--- config.mk ---
export PLATFORM = sky130hd
export DESIGN_NAME = trig_timer_pair
export DESIGN_NICKNAME = d
export VERILOG_FILES = /design/src/rtl/ttp_pkg.sv /design/src/rtl/ttp_sync.sv /design/src/rtl/ttp_trig_in.sv /design/src/rtl/ttp_timer.sv /design/src/rtl/trig_timer_pair.sv
export SDC_FILE = /design/constraint.sdc
export NUM_CORES = 1
export LEC_CHECK = 0
export ABC_AREA = 1
export BUFFER_PORTS_ARGS = -buffer_cell sky130_fd_sc_hd__buf_4
export CAP_MARGIN = 5
export CORE_ASPECT_RATIO = 1.2
export CORE_MARGIN = 8
export CORE_UTILIZATION = 25
export CTS_CLUSTER_DIAMETER = 120
export CTS_CLUSTER_SIZE = 20
export DETAILED_ROUTE_END_ITERATION = 8
export PLACE_DENSITY = 0.51
export SETUP_SLACK_MARGIN = 0.5
export SLEW_MARGIN = 20
export SYNTH_ARGS = -nofsm -noshare
export SYNTH_HDL_FRONTEND = slang
export SYNTH_SLANG_ARGS = --single-unit
--- constraint.sdc ---
create_clock -name clk_i -period 1.45 [get_ports clk_i]
set_input_delay 0 -clock clk_i [delete_from_list [all_inputs] [get_ports clk_i]]
set_output_delay 0 -clock clk_i [all_outputs]
set_load 0.01 [all_outputs]
--- src/rtl/ttp_pkg.sv ---
package ttp_pkg;
  localparam int CTRL_W = 11;

  localparam logic [2:0] TS_EXT  = 3'b100;
  localparam logic [2:0] TS_PEER = 3'b001;
  localparam logic [2:0] SM_TRIG = 3'b110;
  localparam logic [2:0] MM_UG   = 3'b000;
  localparam logic [2:0] MM_EN   = 3'b001;

  typedef enum logic [1:0] {
    REG_CTRL = 2'd0,
    REG_UG   = 2'd1,
    REG_CNT  = 2'd2,
    REG_FLAG = 2'd3
  } reg_e;

  typedef struct packed {
    logic       freeze;
    logic       msm;
    logic [2:0] mm;
    logic [2:0] sm;
    logic [2:0] ts;
  } ctrl_t;
endpackage

--- src/rtl/ttp_sync.sv ---
module ttp_sync #(
  parameter int STAGES = 2
) (
  input  logic clk_i,
  input  logic rst_ni,
  input  logic d_i,
  output logic q_o
);
  logic [STAGES-1:0] sr_q;

  always_ff @(posedge clk_i or negedge rst_ni) begin
    if (!rst_ni) sr_q <= '0;
    else         sr_q <= {sr_q[STAGES-2:0], d_i};
  end

  assign q_o = sr_q[STAGES-1];
endmodule

--- src/rtl/ttp_trig_in.sv ---
module ttp_trig_in
  import ttp_pkg::*;
(
  input  logic       clk_i,
  input  logic       rst_ni,
  input  logic [2:0] ts_i,
  input  logic       ext_i,
  input  logic       peer_i,
  output logic       edge_o
);
  logic trg_raw, trg_prev_q;

  always_comb begin
    unique case (ts_i)
      TS_EXT:  trg_raw = ext_i;
      TS_PEER: trg_raw = peer_i;
      default: trg_raw = 1'b0;
    endcase
  end

  always_ff @(posedge clk_i or negedge rst_ni) begin
    if (!rst_ni) trg_prev_q <= 1'b0;
    else         trg_prev_q <= trg_raw;
  end

  assign edge_o = trg_raw & ~trg_prev_q;
endmodule

--- src/rtl/ttp_timer.sv ---
module ttp_timer
  import ttp_pkg::*;
#(
  parameter int CNT_W = 16
) (
  input  logic             clk_i,
  input  logic             rst_ni,
  input  logic             we_i,
  input  reg_e             reg_i,
  input  logic [CNT_W-1:0] data_i,
  input  logic             ext_trig_i,
  input  logic             peer_trgo_i,
  input  logic             dbg_halt_i,
  output logic [CNT_W-1:0] cnt_o,
  output logic             tif_o,
  output logic             trgo_o
);
  ctrl_t            ctrl_q;
  logic             cnt_en_q, en_dly_q, ug_q, tif_q;
  logic [CNT_W-1:0] cnt_q;
  logic             trg_edge, trig_fire, tick;
  logic             ctrl_wr, ug_wr, cnt_wr, flag_clr;

  assign ctrl_wr  = we_i && (reg_i == REG_CTRL);
  assign ug_wr    = we_i && (reg_i == REG_UG) && data_i[0];
  assign cnt_wr   = we_i && (reg_i == REG_CNT);
  assign flag_clr = we_i && (reg_i == REG_FLAG) && !data_i[0];

  ttp_trig_in u_trig (
    .clk_i  (clk_i),
    .rst_ni (rst_ni),
    .ts_i   (ctrl_q.ts),
    .ext_i  (ext_trig_i),
    .peer_i (peer_trgo_i),
    .edge_o (trg_edge)
  );

  assign trig_fire = trg_edge && (ctrl_q.sm == SM_TRIG);
  // compensation: master counts one cycle late to match its slave
  assign tick = (ctrl_q.msm ? en_dly_q : cnt_en_q) && !(dbg_halt_i && ctrl_q.freeze);

  always_ff @(posedge clk_i or negedge rst_ni) begin
    if (!rst_ni) begin
      ctrl_q   <= '0;
      cnt_en_q <= 1'b0;
      en_dly_q <= 1'b0;
      ug_q     <= 1'b0;
    end else begin
      if (ctrl_wr)   ctrl_q   <= ctrl_t'(data_i[CTRL_W-1:0]);
      if (trig_fire) cnt_en_q <= 1'b1;
      en_dly_q <= cnt_en_q;
      ug_q     <= ug_wr;
    end
  end

  always_ff @(posedge clk_i or negedge rst_ni) begin
    if (!rst_ni)     cnt_q <= '0;
    else if (ug_wr)  cnt_q <= '0;
    else if (cnt_wr) cnt_q <= data_i;
    else if (tick)   cnt_q <= cnt_q + 1'b1;
  end

  // set has priority over software clear
  always_ff @(posedge clk_i or negedge rst_ni) begin
    if (!rst_ni)       tif_q <= 1'b0;
    else if (trig_fire) tif_q <= 1'b1;
    else if (flag_clr)  tif_q <= 1'b0;
  end

  always_comb begin
    unique case (ctrl_q.mm)
      MM_UG:   trgo_o = ug_q;
      MM_EN:   trgo_o = cnt_en_q;
      default: trgo_o = 1'b0;
    endcase
  end

  assign cnt_o = cnt_q;
  assign tif_o = tif_q;
endmodule

--- src/rtl/trig_timer_pair.sv ---
module trig_timer_pair
  import ttp_pkg::*;
#(
  parameter int CNT_W       = 16,
  parameter int SYNC_STAGES = 2
) (
  input  logic             clk_i,
  input  logic             rst_ni,
  input  logic             ext_trig_i,
  input  logic             dbg_halt_i,
  input  logic             wr_en_i,
  input  logic [2:0]       wr_addr_i,
  input  logic [CNT_W-1:0] wr_data_i,
  output logic [CNT_W-1:0] cnt_a_o,
  output logic [CNT_W-1:0] cnt_b_o,
  output logic             tif_a_o,
  output logic             tif_b_o,
  output logic             trgo_a_o,
  output logic             trgo_b_o
);
  localparam int N_TMR = 2;

  logic                        ext_sync;
  logic [N_TMR-1:0][CNT_W-1:0] cnt;
  logic [N_TMR-1:0]            tif;
  logic [N_TMR-1:0]            trgo;

  ttp_sync #(.STAGES(SYNC_STAGES)) u_sync (
    .clk_i  (clk_i),
    .rst_ni (rst_ni),
    .d_i    (ext_trig_i),
    .q_o    (ext_sync)
  );

  for (genvar i = 0; i < N_TMR; i++) begin : gen_tmr
    ttp_timer #(.CNT_W(CNT_W)) u_tmr (
      .clk_i       (clk_i),
      .rst_ni      (rst_ni),
      .we_i        (wr_en_i && (wr_addr_i[2] == 1'(i))),
      .reg_i       (reg_e'(wr_addr_i[1:0])),
      .data_i      (wr_data_i),
      .ext_trig_i  (ext_sync),
      .peer_trgo_i (trgo[N_TMR-1-i]),
      .dbg_halt_i  (dbg_halt_i),
      .cnt_o       (cnt[i]),
      .tif_o       (tif[i]),
      .trgo_o      (trgo[i])
    );
  end

  assign cnt_a_o  = cnt[0];
  assign cnt_b_o  = cnt[1];
  assign tif_a_o  = tif[0];
  assign tif_b_o  = tif[1];
  assign trgo_a_o = trgo[0];
  assign trgo_b_o = trgo[1];
endmodule

==> results.sh <==
export IMPL_netlist_top_cell_by_area="dfrtp_1"
export IMPL_cts_tree="built"
export IMPL_synth_cells=527
export IMPL_synth_area_um2=3714
export IMPL_overflow=0
export IMPL_finClkSkew_ns=0.007414
export IMPL_avgRoutedWirePerCell_um=14.22
export IMPL_ant_nets=0
export IMPL_status="finished clean"
export IMPL_drc=0
export IMPL_dp_cells=790
export IMPL_routed_top_layer="met4"
export IMPL_critical_path_class="flip-flop to flip-flop"
export IMPL_startpoint_type="flip-flop"
export IMPL_dieArea_um2=19030
export IMPL_fmax_ghz=0.7457
export IMPL_crit_chain="ha_4 -> nand2_4 -> nor2_4 -> nand2_1 -> xor2_1 -> nand2_1 -> nand3_1 -> nand2_1"
export IMPL_grt_pass1_wl_mm=19.51
export IMPL_finalMaxSlewViolations=0
export IMPL_cpPeakStageDelay_ns=0.42
export IMPL_synth_seq_cells=66
export IMPL_finalCriticalPeriod_ns=1.341
export IMPL_rows=49
export IMPL_layout_drive_gt1_share=0.3589
export IMPL_cts_made_buffers=9
export IMPL_cp_max_fo=6
export IMPL_antenna_found_initial=0
export IMPL_clk_pin_slew_ns=0.06
export IMPL_wirelength_mm=11.98
export IMPL_seq_area_frac_synth=0.4447
export IMPL_cp_required_ns=1.67
export IMPL_finalSetupTns_ns=0
export IMPL_final_setup_worst_slack_ns=0.1089
export IMPL_die_h_um=149.5
export IMPL_avgSynthCellArea_um2=7.047
export IMPL_critPathSlowestCell="dfrtp_2"
export IMPL_path_buf_inv=0
export IMPL_max_cap_violations=0
export IMPL_power_density_nw_per_um2=1757
export IMPL_htree_levels=3
export IMPL_start_util=0.2513
export IMPL_coreArea_um2=14780
export IMPL_drtIter0Drc=223
export IMPL_setup_viol=0
export IMPL_grt_max_degree=32
export IMPL_met2WireLength_mm=5.894
export IMPL_via_count=3745
export IMPL_end_kind="flip-flop"
export IMPL_yosysWarnings=0
export IMPL_cpMostUsedCell="nand2_1"
export IMPL_total_power_mw=9.679
export IMPL_p_leak_nw=2.626
export IMPL_synthArstFlopShare=1.000
export IMPL_fin_cells=842
export IMPL_hold_class="input port to flip-flop"
export IMPL_vdd_drop_max_v=0.0006118
export IMPL_worstPathArrival_ns=1.57
export IMPL_critPathTopFamily="simple AND/OR/NAND/NOR gates"
export IMPL_grt_pass1_vias=3760
export IMPL_synth_distinct_cells=30
export IMPL_synthToLayoutAreaGrowth_pct=48.32
export IMPL_synthDominantCellAreaShare=0.4447
export IMPL_cts_max_path_buffers=2
export IMPL_synth_edf_count=0
export IMPL_rsz0062_at_grt="true"
export IMPL_routed_via_density=4.448
export IMPL_root_buffer="clkbuf_16"
export IMPL_place_congestion=0.8202
export IMPL_m1WireLength_mm=5.400
export IMPL_hold_viol_final=0
export IMPL_post_place_ws_ns=0.04594
export IMPL_maxSlewHeadroom=0.7526
export IMPL_worstSkewPairLatency_ns=0.33
export IMPL_worstMarginPinSlew_ns=0.3711
export IMPL_first_pass_iters=4
export IMPL_synth_main_ff_cell="dfrtp_1"
export IMPL_yosys_top_cells_area="dfrtp_1 44%, nand2_1 20%, nor2_1 7.0%, o21ai_0 5.7%, nand3_1 5.3%"
export IMPL_met3_length_um=504
export IMPL_die_x_um=127.3
export IMPL_cts_sinks=66
export IMPL_fin_util=0.3728
export IMPL_portBuffers=59
export IMPL_fin_nets=659
export IMPL_synth_fp_nets=553
export IMPL_post_route_period_util=0.9249
export IMPL_grtUsageTotal=0.1299
export IMPL_dp_hpwl_mm=8.763
export IMPL_antenna_cells=0
export IMPL_num_io_pins=60
## report_power, final
| group | internal [mW] | switching, mW | total [mW] |
|---|---|---|---|
| registers | 2.47 | 0.756 | 3.22 |
| logic | 2.01 | 2.02 | 4.04 |
| clock network | 1.55 | 0.861 | 2.42 |
| total | 6.04 | 3.64 | 9.68 |
## cell usage in the layout, fill, tap and decap left out, types with 12 or more instances in the layout
cell	Yosys	routed
inv_1	52	42
nor2_4	3	13
nand3_1	39	27
nand2_2	1	25
nand3_2	1	12
o21ai_0	42	27
buf_6	3	26
nand2_1	200	172
o21ai_1	2	15
nor2_1	69	51
dfrtp_2	0	25
dfrtp_1	66	41
buf_4	0	72
## Yosys cell counts (2+ instances only)
library cell  count
buf_6             3
ha_1              2
dfrtp_1          66
nand3b_1          3
xnor2_1           2
nand2_1         200
o21bai_1          2
nand3_1          39
nor2_4            3
inv_1            52
nand4_1           9
o21ai_1           2
nor2_1           69
o21ai_0          42
o211ai_1          3
inv_2             3
o22ai_1           2
clkbuf_1          6
a21oi_4           2
a21oi_1           2
nor3b_1           2
xor2_1            4
buf_2             2
## sequential cells by signal, summed over array words and instances (netlist names)
name	cells
gen_tmr.u_tmr.tif_o	2
gen_tmr.u_tmr.ctrl_q	22
gen_tmr.u_tmr.cnt_en_q	2
gen_tmr.u_tmr.ug_q	2
gen_tmr.u_tmr.u_trig.trg_prev_q	2
gen_tmr.u_tmr.cnt_o	32
gen_tmr.u_tmr.en_dly_q	2
u_sync.sr_q	2
## cells by family after synthesis
family                     after synthesis  share of synthesized area
and+or+nand+nor                        330                     0.3723
buffers and inverters                   66                    0.07345
DFF                                     66                     0.4447
AOI/OAI and AO/OA                       57                    0.08861
xor gates and xnor gates                 6                    0.01415
adders and majority gates                2                   0.006737
## worst min-delay path, delay by kind of cell
kind | cells | cell delay [ns]
AND/OR/NAND/NOR | 4 | 0.24
buffers and inverters | 1 | 0.09
## what timing repair did
item,4_1_cts,5_1_grt
hold buffers,5,0
hold endpoints to repair,71,0
gates resized for setup,59,49
pin swaps,21,23
buffers inserted,20,10
endpoints found under the setup margin,58,70
gates cloned,1,0
## area by class of cell
type	instances	area (um2)
Clock inverter	6	90.09
Inverter	55	219.0
Timing Repair inverter	1	6.256
Multi-Input combinational cell	395	2092
Clock buffer	10	239.0
Tap cell	204	255.2
Timing Repair Buffer	105	923.4
Sequential cell	66	1683
Fill cell	1513	9268
## worst paths after layout
| check | to | cells past startpoint | slack (ns) | startpoint |
|---|---|---|---|---|
| max | gen_tmr[0].u_tmr.cnt_o[8] | 8 | 0.11 | gen_tmr[0].u_tmr.cnt_o[0] |
| min | gen_tmr[0].u_tmr.cnt_o[11] | 5 | 0.01 | wr_data_i[11] |
| max reg2reg | gen_tmr[0].u_tmr.cnt_o[8] | 8 | 0.11 | gen_tmr[0].u_tmr.cnt_o[0] |
| min reg2reg | u_sync.sr_q[1] | 0 | 0.36 | u_sync.sr_q[0] |
| max in group asynchronous | gen_tmr[1].u_tmr.cnt_o[4] | 3 | 0.77 | rst_ni |
| min in group asynchronous | gen_tmr[1].u_tmr.ctrl_q[5] | 2 | 0.13 | rst_ni |
## metal layers
layer	track usage	vias up
met5	0	-
met4	0.04887	0
met3	0.02531	14
met2	0.2157	82
met1	0.1634	1768
li1	-	1881
## through the flow
stage,hold slack (ns),cell area (um2)
final,0.01339,5508
after CTS,0.007815,5294
after floorplan,-0.2956,3855
after global routing,0.03800,5508
after detailed placement,-0.05674,4576
after global placement,-0.05216,4576
Note: power is estimated with default switching activity, not from simulation.
